**src/rtl/irqm_pkg.sv**
```systemverilog
package irqm_pkg;

    // Write command decoded from one bus cycle
    typedef enum logic [2:0] {
        CMD_IDLE,
        CMD_LOAD_LO,
        CMD_LOAD_HI,
        CMD_SET_BIT,
        CMD_CLR_BIT,
        CMD_BAD
    } mask_cmd_e;

    localparam int OFS_HI  = 'h08;
    localparam int OFS_LO  = 'h0C;
    localparam int OFS_SET = 'h1C;
    localparam int OFS_CLR = 'h1D;

    // Position of the all-bits flag inside a shortcut byte
    localparam int ALL_FLAG_BIT = 6;

endpackage

```
**src/rtl/irqm_decode.sv**
```systemverilog
module irqm_decode
    import irqm_pkg::*;
#(
    parameter int ADDR_W = 8
) (
    input  logic [ADDR_W-1:0] addr,
    input  logic              wr,
    output mask_cmd_e         cmd
);
    always_comb begin
        cmd = CMD_IDLE;
        if (wr) begin
            if (addr == ADDR_W'(OFS_LO))       cmd = CMD_LOAD_LO;
            else if (addr == ADDR_W'(OFS_HI))  cmd = CMD_LOAD_HI;
            else if (addr == ADDR_W'(OFS_SET)) cmd = CMD_SET_BIT;
            else if (addr == ADDR_W'(OFS_CLR)) cmd = CMD_CLR_BIT;
            else                               cmd = CMD_BAD;
        end
    end
endmodule

```
**src/rtl/irqm_mask_next.sv**
```systemverilog
module irqm_mask_next
    import irqm_pkg::*;
#(
    parameter int NSRC = 64,
    localparam int HALF  = NSRC / 2,
    localparam int IDX_W = $clog2(NSRC)
) (
    input  mask_cmd_e         cmd,
    input  logic [HALF-1:0]   wdata,
    input  logic [NSRC-1:0]   mask_cur,
    output logic [NSRC-1:0]   mask_nxt
);
    logic             all_flag;
    logic [IDX_W-1:0] bit_idx;

    assign all_flag = wdata[ALL_FLAG_BIT];
    assign bit_idx  = wdata[IDX_W-1:0];

    for (genvar i = 0; i < NSRC; i++) begin : g_bit
        logic hit;
        logic half_val;

        assign hit = all_flag || (bit_idx == IDX_W'(i));

        if (i < HALF) begin : g_lo
            assign half_val = wdata[i];
        end else begin : g_hi
            assign half_val = wdata[i-HALF];
        end

        always_comb begin
            mask_nxt[i] = mask_cur[i];
            case (cmd)
                CMD_LOAD_LO: if (i < HALF)  mask_nxt[i] = half_val;
                CMD_LOAD_HI: if (i >= HALF) mask_nxt[i] = half_val;
                CMD_SET_BIT: if (hit)       mask_nxt[i] = 1'b1;
                CMD_CLR_BIT: if (hit)       mask_nxt[i] = 1'b0;
                default:     mask_nxt[i] = mask_cur[i];
            endcase
        end
    end
endmodule

```
**src/rtl/irqm_pending.sv**
```systemverilog
module irqm_pending #(
    parameter int NSRC = 64
) (
    input  logic [NSRC-1:0] pend,
    input  logic [NSRC-1:0] mask,
    output logic            any_active
);
    logic [NSRC-1:0] live;

    assign live       = pend & ~mask;
    assign any_active = |live;
endmodule

```
**src/rtl/irq_mask_unit.sv**
```systemverilog
module irq_mask_unit
    import irqm_pkg::*;
#(
    parameter int ADDR_W = 8,
    parameter int NSRC   = 64,
    localparam int HALF  = NSRC / 2
) (
    input  logic              clk,
    input  logic              rst_n,
    input  logic [ADDR_W-1:0] bus_addr,
    input  logic              bus_wr,
    input  logic [HALF-1:0]   bus_wdata,
    output logic [HALF-1:0]   bus_rdata,
    input  logic [NSRC-1:0]   pend_in,
    output logic [NSRC-1:0]   mask_out,
    output logic              irq_active,
    output logic              wr_err
);
    typedef struct packed {
        logic [NSRC-1:0] mask;
        logic            err;
    } state_t;

    state_t    st_d, st_q;
    mask_cmd_e cmd;
    logic [NSRC-1:0] mask_nxt;

    irqm_decode #(.ADDR_W(ADDR_W)) u_decode (
        .addr (bus_addr),
        .wr   (bus_wr),
        .cmd  (cmd)
    );

    irqm_mask_next #(.NSRC(NSRC)) u_next (
        .cmd      (cmd),
        .wdata    (bus_wdata),
        .mask_cur (st_q.mask),
        .mask_nxt (mask_nxt)
    );

    irqm_pending #(.NSRC(NSRC)) u_pend (
        .pend       (pend_in),
        .mask       (st_q.mask),
        .any_active (irq_active)
    );

    always_comb begin
        st_d      = st_q;
        st_d.mask = mask_nxt;
        st_d.err  = (cmd == CMD_BAD);
    end

    always_ff @(posedge clk) begin
        if (!rst_n) begin
            st_q.mask <= '1;
            st_q.err  <= 1'b0;
        end else begin
            st_q <= st_d;
        end
    end

    always_comb begin
        bus_rdata = '0;
        if (bus_addr == ADDR_W'(OFS_HI))      bus_rdata = st_q.mask[NSRC-1:HALF];
        else if (bus_addr == ADDR_W'(OFS_LO)) bus_rdata = st_q.mask[HALF-1:0];
    end

    assign mask_out = st_q.mask;
    assign wr_err   = st_q.err;

    // a low-half write lands in the low half and keeps the high half
    p_lo_write_r2: assert property (@(posedge clk) disable iff (!rst_n)
        (bus_wr && bus_addr == ADDR_W'(OFS_LO)) |=>
            (mask_out[HALF-1:0] == $past(bus_wdata)) &&
            (mask_out[NSRC-1:HALF] == $past(mask_out[NSRC-1:HALF])));

    // a high-half write lands in the high half and keeps the low half
    p_hi_write_r3: assert property (@(posedge clk) disable iff (!rst_n)
        (bus_wr && bus_addr == ADDR_W'(OFS_HI)) |=>
            (mask_out[NSRC-1:HALF] == $past(bus_wdata)) &&
            (mask_out[HALF-1:0] == $past(mask_out[HALF-1:0])));

    // the set shortcut with the all-bits flag masks every source
    p_set_all_r4: assert property (@(posedge clk) disable iff (!rst_n)
        (bus_wr && bus_addr == ADDR_W'(OFS_SET) && bus_wdata[ALL_FLAG_BIT]) |=>
            (mask_out == '1));

    // the clear shortcut with the all-bits flag unmasks every source
    p_clr_all_r6: assert property (@(posedge clk) disable iff (!rst_n)
        (bus_wr && bus_addr == ADDR_W'(OFS_CLR) && bus_wdata[ALL_FLAG_BIT]) |=>
            (mask_out == '0));

    // an error pulse always comes with an unchanged mask
    p_err_keeps_mask_r8: assert property (@(posedge clk) disable iff (!rst_n)
        wr_err |-> $stable(mask_out));

    // with the write strobe low, the mask holds and no error appears
    p_idle_hold_r11: assert property (@(posedge clk) disable iff (!rst_n)
        !bus_wr |=> ($stable(mask_out) && !wr_err));
endmodule

```
**config.mk**
```make
export PLATFORM = sky130hd
export DESIGN_NAME = irq_mask_unit
export DESIGN_NICKNAME = d
export VERILOG_FILES = /design/src/rtl/irqm_pkg.sv /design/src/rtl/irqm_decode.sv /design/src/rtl/irqm_mask_next.sv /design/src/rtl/irqm_pending.sv /design/src/rtl/irq_mask_unit.sv
export SDC_FILE = /design/constraint.sdc
export NUM_CORES = 1
export LEC_CHECK = 0
export CAP_MARGIN = 20
export CORE_UTILIZATION = 55
export CTS_CLUSTER_SIZE = 12
export DETAILED_ROUTE_END_ITERATION = 7
export DONT_BUFFER_PORTS = 1
export PLACE_DENSITY = 0.73
export REMOVE_ABC_BUFFERS = 1
export SLEW_MARGIN = 20
export SYNTH_ARGS = -nofsm -noshare
export SYNTH_HDL_FRONTEND = slang
export SYNTH_SLANG_ARGS = --single-unit
```
**constraint.sdc**
```tcl
create_clock -name clk -period 1.7 [get_ports clk]
set_clock_uncertainty 0.05 [all_clocks]
set_input_delay 0 -clock clk [delete_from_list [all_inputs] [get_ports clk]]
set_output_delay 0 -clock clk [all_outputs]
set_load 0.05 [all_outputs]
```
==> Yosys cells after proc, flatten, opt, wreduce, memory -nomap -nowiden <==
Cells that the tools add are included.
{ "op_classes": {"n_reduce_logical": 132, "muxes": 199, "n_eq_ne": 200, "bitwise": 2} }
{ "ops": {"columns": ["op", "n"], "rows": [
  ["2-bit by 1-bit inequality test with 1-bit output (second input constant)", 128],
  ["6-bit == test (second input constant)", 32],
  ["1-bit one-hot mux with 3 select lines", 64],
  ["3-bit AND reduction", 64],
  ["1-bit two-way mux", 129],
  ["6-bit by 5-bit == test with 1-bit output (second input constant)", 16],
  ["64-bit bitwise AND", 1],
  ["1-bit logical OR", 64],
  ["32-bit two-way mux", 2],
  ["64-bit NOT", 1],
  ["64-bit OR reduction", 1],
  ["6-bit by 4-bit == test with 1-bit output (second input constant)", 8],
  ["6-bit by 3-bit == test with 1-bit output (second input constant)", 4],
  ["8-bit by 4-bit == test with 1-bit output (second input constant)", 2],
  ["8-bit by 5-bit == test with 1-bit output (second input constant)", 2],
  ["6-bit by 2-bit == test with 1-bit output (second input constant)", 2],
  ["3-bit two-way mux", 4],
  ["3-bit by 2-bit == test with 1-bit output (second input constant)", 2],
  ["3-bit == test (second input constant)", 2],
  ["6-bit by 1-bit == test with 1-bit output (second input constant)", 1],
  ["6-bit zero test", 1],
  ["3-bit nonzero test", 2],
  ["3-bit by 1-bit == test with 1-bit output (second input constant)", 1]
]} }
{ "totals": {"in_bits": 107, "register_bits": 65, "word_cells": 598, "output_inout_bits": 98} }

==> Logic depth before layout (Yosys ltp) <==
{ "logic_depth": {"depth_word": 9, "depth_mapped": 7, "mapped_depth_nobuf": 4} }

==> Modules after synthesis <==
From an unflattened synthesis, not the netlist that was laid out.
{ "unflattened": {"hier_cells": 720, "area_unflattened_um2": 5679.2} }
{ "by_module_without_submodules": {"columns": ["module", "instances", "cells_each", "area_each_um2", "seq_area_each_um2"], "rows": [
  ["irqm_mask_next", 1, 410, 2610.0, 0.0],
  ["irq_mask_unit", 1, 215, 2459.9, 1301.2],
  ["irqm_pending", 1, 85, 531.8, 0.0],
  ["irqm_decode", 1, 10, 77.6, 0.0]
]} }

==> Least setup slack after synthesis <==
Ideal clock, no wire load.
{ "synth_timing": {"path_kind": "input to output", "start": "in bus_addr[1]", "end": "out bus_rdata[10]", "arrival_time_ns": 1.839, "required_ns": 1.650, "stages": 5, "n_path_buf": 1, "setup_slack_ns": -0.189, "path_cell_list": "or4b_1 or2_4 nor4_2 buf_2 a22o_1"} }
{ "synth_via": {"elab_chain_len": 3, "elab_cells_between_ends": 4, "classes_between": "2 x eq/ne; 2 x mux"} }
{ "synth_lines": {"columns": ["item", "line_no", "text"], "rows": [
  ["start: declaration", "irq_mask_unit.sv:10", "input logic [ADDR_W-1:0] bus_addr,"],
  ["8-bit by 4-bit == test with 1-bit output", "irq_mask_unit.sv:65", "else if (bus_addr == ADDR_W'(OFS_LO)) bus_rdata = st_q.mask[HALF-1:0];"],
  ["32-bit two-way mux", "irq_mask_unit.sv:65", null],
  ["32-bit two-way mux (*)", "irq_mask_unit.sv:64", "if (bus_addr == ADDR_W'(OFS_HI)) bus_rdata = st_q.mask[NSRC-1:HALF];"],
  ["end: declaration", "irq_mask_unit.sv:13", "output logic [HALF-1:0] bus_rdata,"]
]} }
Every way passes the cells marked *; elsewhere a longest branch is shown, timed or not.

==> Worst setup path after layout <==
{ "layout_timing": {"start": "in bus_addr[1]", "end": "out bus_rdata[6]"} }
Same word-level chain as after synthesis.

==> summary.md <==
• -0.179 ns — worst setup slack after placement
• 819 — number of nets in the layout
• 0 — count of final max-slew check failures
• 0.52 ns — Crit path largest cell delay
• 93.6 um — width of the die
• input pin — Setup crit start kind
• 2540 uW — Internal Power
• 0 — count of flip-flops with a built-in enable after synthesis
• 479 MHz — Highest Clock Rate
• 31.8% — share of post-route cells with drive strength above 1
• finished with violations — result of the run
• 6312 — number of global-route vias before repair
• 29.1 um — detail-routed net length per standard cell
• 0 — number of max-capacitance violations reported
• 12700 um — detailed placer's ending HPWL
• DRC, hold timing, setup timing — violations in the final reports
• 123% — portion of the clock cycle consumed by the worst path in the final layout
• 35.0% — Max transition margin
• 29.9% — switching part of the total power
• input pin to flip-flop — worst min-delay path category
• done — clock tree from TritonCTS
• 40.2% — clock share of power
• 0.08 ns — clock slew seen by the registers of the worst setup and hold paths
• 1.65 ns — Worst Path Required
• 0.00875 mm2 — Die Area
• 391 — Filler Cells Inserted
• 752 — post-placement cell count
• 93.6 um — vertical extent of the die
• 3 — Min-Delay Path Depth
• 0 — count of yosys warnings during synthesis
• -0.00371 ns — Hold WS
• 0% — share of synthesized registers carrying an async set or reset
• 205 — ports placed on the boundary
• 8.22 — routed via count divided by cell count
• 35 — Finish-stage setup viols
• 0 — post-route ant nets
• 6763 — Via Count
• 66 — pin count of the biggest net entering global routing
• 1 — antenna violations before repair
• 28.2% — share of the synthesized area in the top cell type
• 3620 uW — Power, Total
• sky130_fd_sc_hd__dfxtp_1 — leading area contributor after synthesis
• 2.09 ns — Min Clock Period, post-route
• 0.56 ns — reg-to-reg slack, setup
• 0.00339 mm2 — multi-input logic area
• 0.00818 mm2 — area inside the core boundary
• sky130_fd_sc_hd__buf_12 — Top cell by count, worst path
• 823 — count of placed standard cells in the final layout, fillers left out
• sky130_fd_sc_hd__dfxtp_1, sky130_fd_sc_hd__a21oi_1, sky130_fd_sc_hd__o21ai_0 — top area cells in the synthesized netlist
• mask_out[47] — worst r2r src
• 42.6% — Seq pwr share
• 0.00461 mm2 — netlist area before placement
• 0.387 mV — highest ir drop seen on vdd
• 585 — gate count after technology mapping
• mask_out[42] — hold endpoint
• sky130_fd_sc_hd__dfxtp_1 — most used flip-flop cell after synthesis
• 8 — number of optimization iterations in the first detailed-route pass
• bus_wdata[6] — startpoint of the worst hold path
• output port — sort of element at the end of the critical path
• sky130_fd_sc_hd__clkbuf_8 — root buffer cell
• 65 — sinks on the clock net
• 0 — Port Buffers
• 17.2% — share of power burned in combinational logic
• 1 — final number of hold-violating endpoints
• 7.88 um2 — Post-Synthesis Mean Instance Area
• 1245 — number of design-rule violations left by the first detailed-router iteration
• 0.00594 mm2 — Post-DP Area
• input pin to output port — Crit Path Class
• 16 — remaining routing DRC violations
• 0.00131 mm2 — storage element area
• 2 — buffers from clock root to sink, at most
• 3 — depth of the worst register-to-register path
• 0.974 ns — worst slew pin tran
• 6 — Max FO, Critical Path
• 0.879 — Final Wtd Congestion
• 3 — Max H-tree Level
• 500 mW/mm2 — PD cells
• 50.4% — overall track demand over capacity in global routing
• 56.4% — effective utilization at floorplan
• sky130_fd_sc_hd__a21oi_1, sky130_fd_sc_hd__dfxtp_1, sky130_fd_sc_hd__o21ai_0, sky130_fd_sc_hd__clkbuf_1, sky130_fd_sc_hd__nand2b_1 — top post-synthesis cells by count
• 0.00284 uW — static power due to leakage
• 9 — total CTS buffers
• yes — RSZ-0062 raised after global routing
• 0.00724 mm2 — final design area excluding fillers
• 0.35 ns — clock latency on the worst-skew pair
• 65 — synthesized flop and latch total
• -0.388 ns — final worst-path setup slack
• 36 — unique cell type count in the Yosys netlist
• mask_out[47] — terminus of the critical flop-to-flop path
• 0 — Overflow after GRT
• 33600 um — global-route wire length before repair
• sky130_fd_sc_hd__or4b_4 — Slowest cell on crit path
• 24000 um — drt total wl
• or4b_4 > or2_4 > buf_12 > nor4_4 > buf_4 > buf_6 > a22o_1 > buf_12 — cells along the critical path
• 2.04 ns — arrival time at the worst endpoint
• 57.0% — Synth-to-Final Area Change
• 1080 uW — Net Switching
• 33 — Cell Rows
• 28.2% — proportion of synthesized chip area in sequential cells
-- kinds of logic after synthesis --
| group | count (synthesis) | synth area share (%) |
|---|---|---|
| buffers and inverters | 86 | 7.79 |
| DFF | 65 | 28.2 |
| AOI/OAI and AO/OA | 309 | 47.2 |
| and+or+nand+nor | 125 | 16.7 |
-- sequential cells by signal, indices dropped and copies added, names as in the netlist --
name and flops:
mask_out 64, wr_err 1
-- per-layer routing --
layer / up-vias / global-route usage [%] / wire length (um)
met2: 836 / 80.6 / 10200
li1: 2591 / - / -
met4: 0 / 35.6 / 2520
met1: 3043 / 56.7 / 7410
met3: 293 / 15.9 / 3860
met5: - / 0 / 0
-- final cells by class --
cell class | count | share of cell area (%)
diodes | 1 | 0.0346
well taps | 105 | 1.81
repair buffers | 184 | 29.4
inverters | 17 | 0.881
flip-flops and latches | 65 | 18.1
clock buffers | 12 | 2.14
multi-input cells | 435 | 46.8
clock inverters | 4 | 0.708
-- power groups by stage --
stage	clock [uW]	combinational, uW	sequential (uW)
4_1_cts	1400	557	1540
3_3_place_gp	0	401	1580
3_5_place_dp	0	416	1580
6_report	1450	624	1540
2_1_floorplan	0	236	1610
5_1_grt	1490	646	1540
-- metrics by stage --
| step | setup TNS, ns | utilization (%) |
|---|---|---|
| after floorplan | -82.65 | - |
| after global routing | -8.27 | 88.6 |
| final | -8.85 | 88.6 |
| after CTS | -1.11 | 84.8 |
| after global placement | -6.89 | 72.7 |
| after detailed placement | -9.61 | 72.7 |
-- how the worst max path moves through the flow --
stage / slack (ns) / end / from
2_1_floorplan: -1.34 / mask_out[32] / bus_addr[2]
3_3_place_gp: -0.14 / mask_out[24] / bus_addr[1]
3_5_place_dp: -0.18 / mask_out[14] / bus_addr[1]
4_1_cts: -0.08 / bus_rdata[6] / bus_addr[1]
6_report: -0.39 / bus_rdata[6] / bus_addr[1]
5_1_grt: -0.34 / bus_rdata[6] / bus_addr[1]
-- cell usage in the layout, fill, tap and decap left out, drive strengths merged, types with 3 or more instances in the layout --
cell and n:
o21ai 64, nor4 7, a22o 32, nand2 3, o2111ai 16, dfxtp 65
dlygate4sd3 38, clkbuf 13, nor2b 3, nor2 34, nor4bb 5, o311ai 63
nor4b 7, buf 143, nand2b 49, o211ai 33, o31a 33, a21oi 65
inv 17, and4b 5
-- critical path, delay by kind of cell --
family                 cells  cell delay (ns)
AND/OR/NAND/NOR            3             1.14
AO/OA/AOI/OAI              1             0.21
buffers and inverters      4             0.68
-- repair_timing --
| action | CTS | global route |
|---|---|---|
| gates resized for setup | 32 | 57 |
| buffers inserted | 9 | 1 |
| hold endpoints to repair | 65 | 0 |
| endpoints found under the setup margin | 33 | 39 |
| pin swaps | 11 | 11 |
| hold buffers | 39 | 0 |
| gates cloned | 5 | 2 |
(Power assumes the default switching activity.)
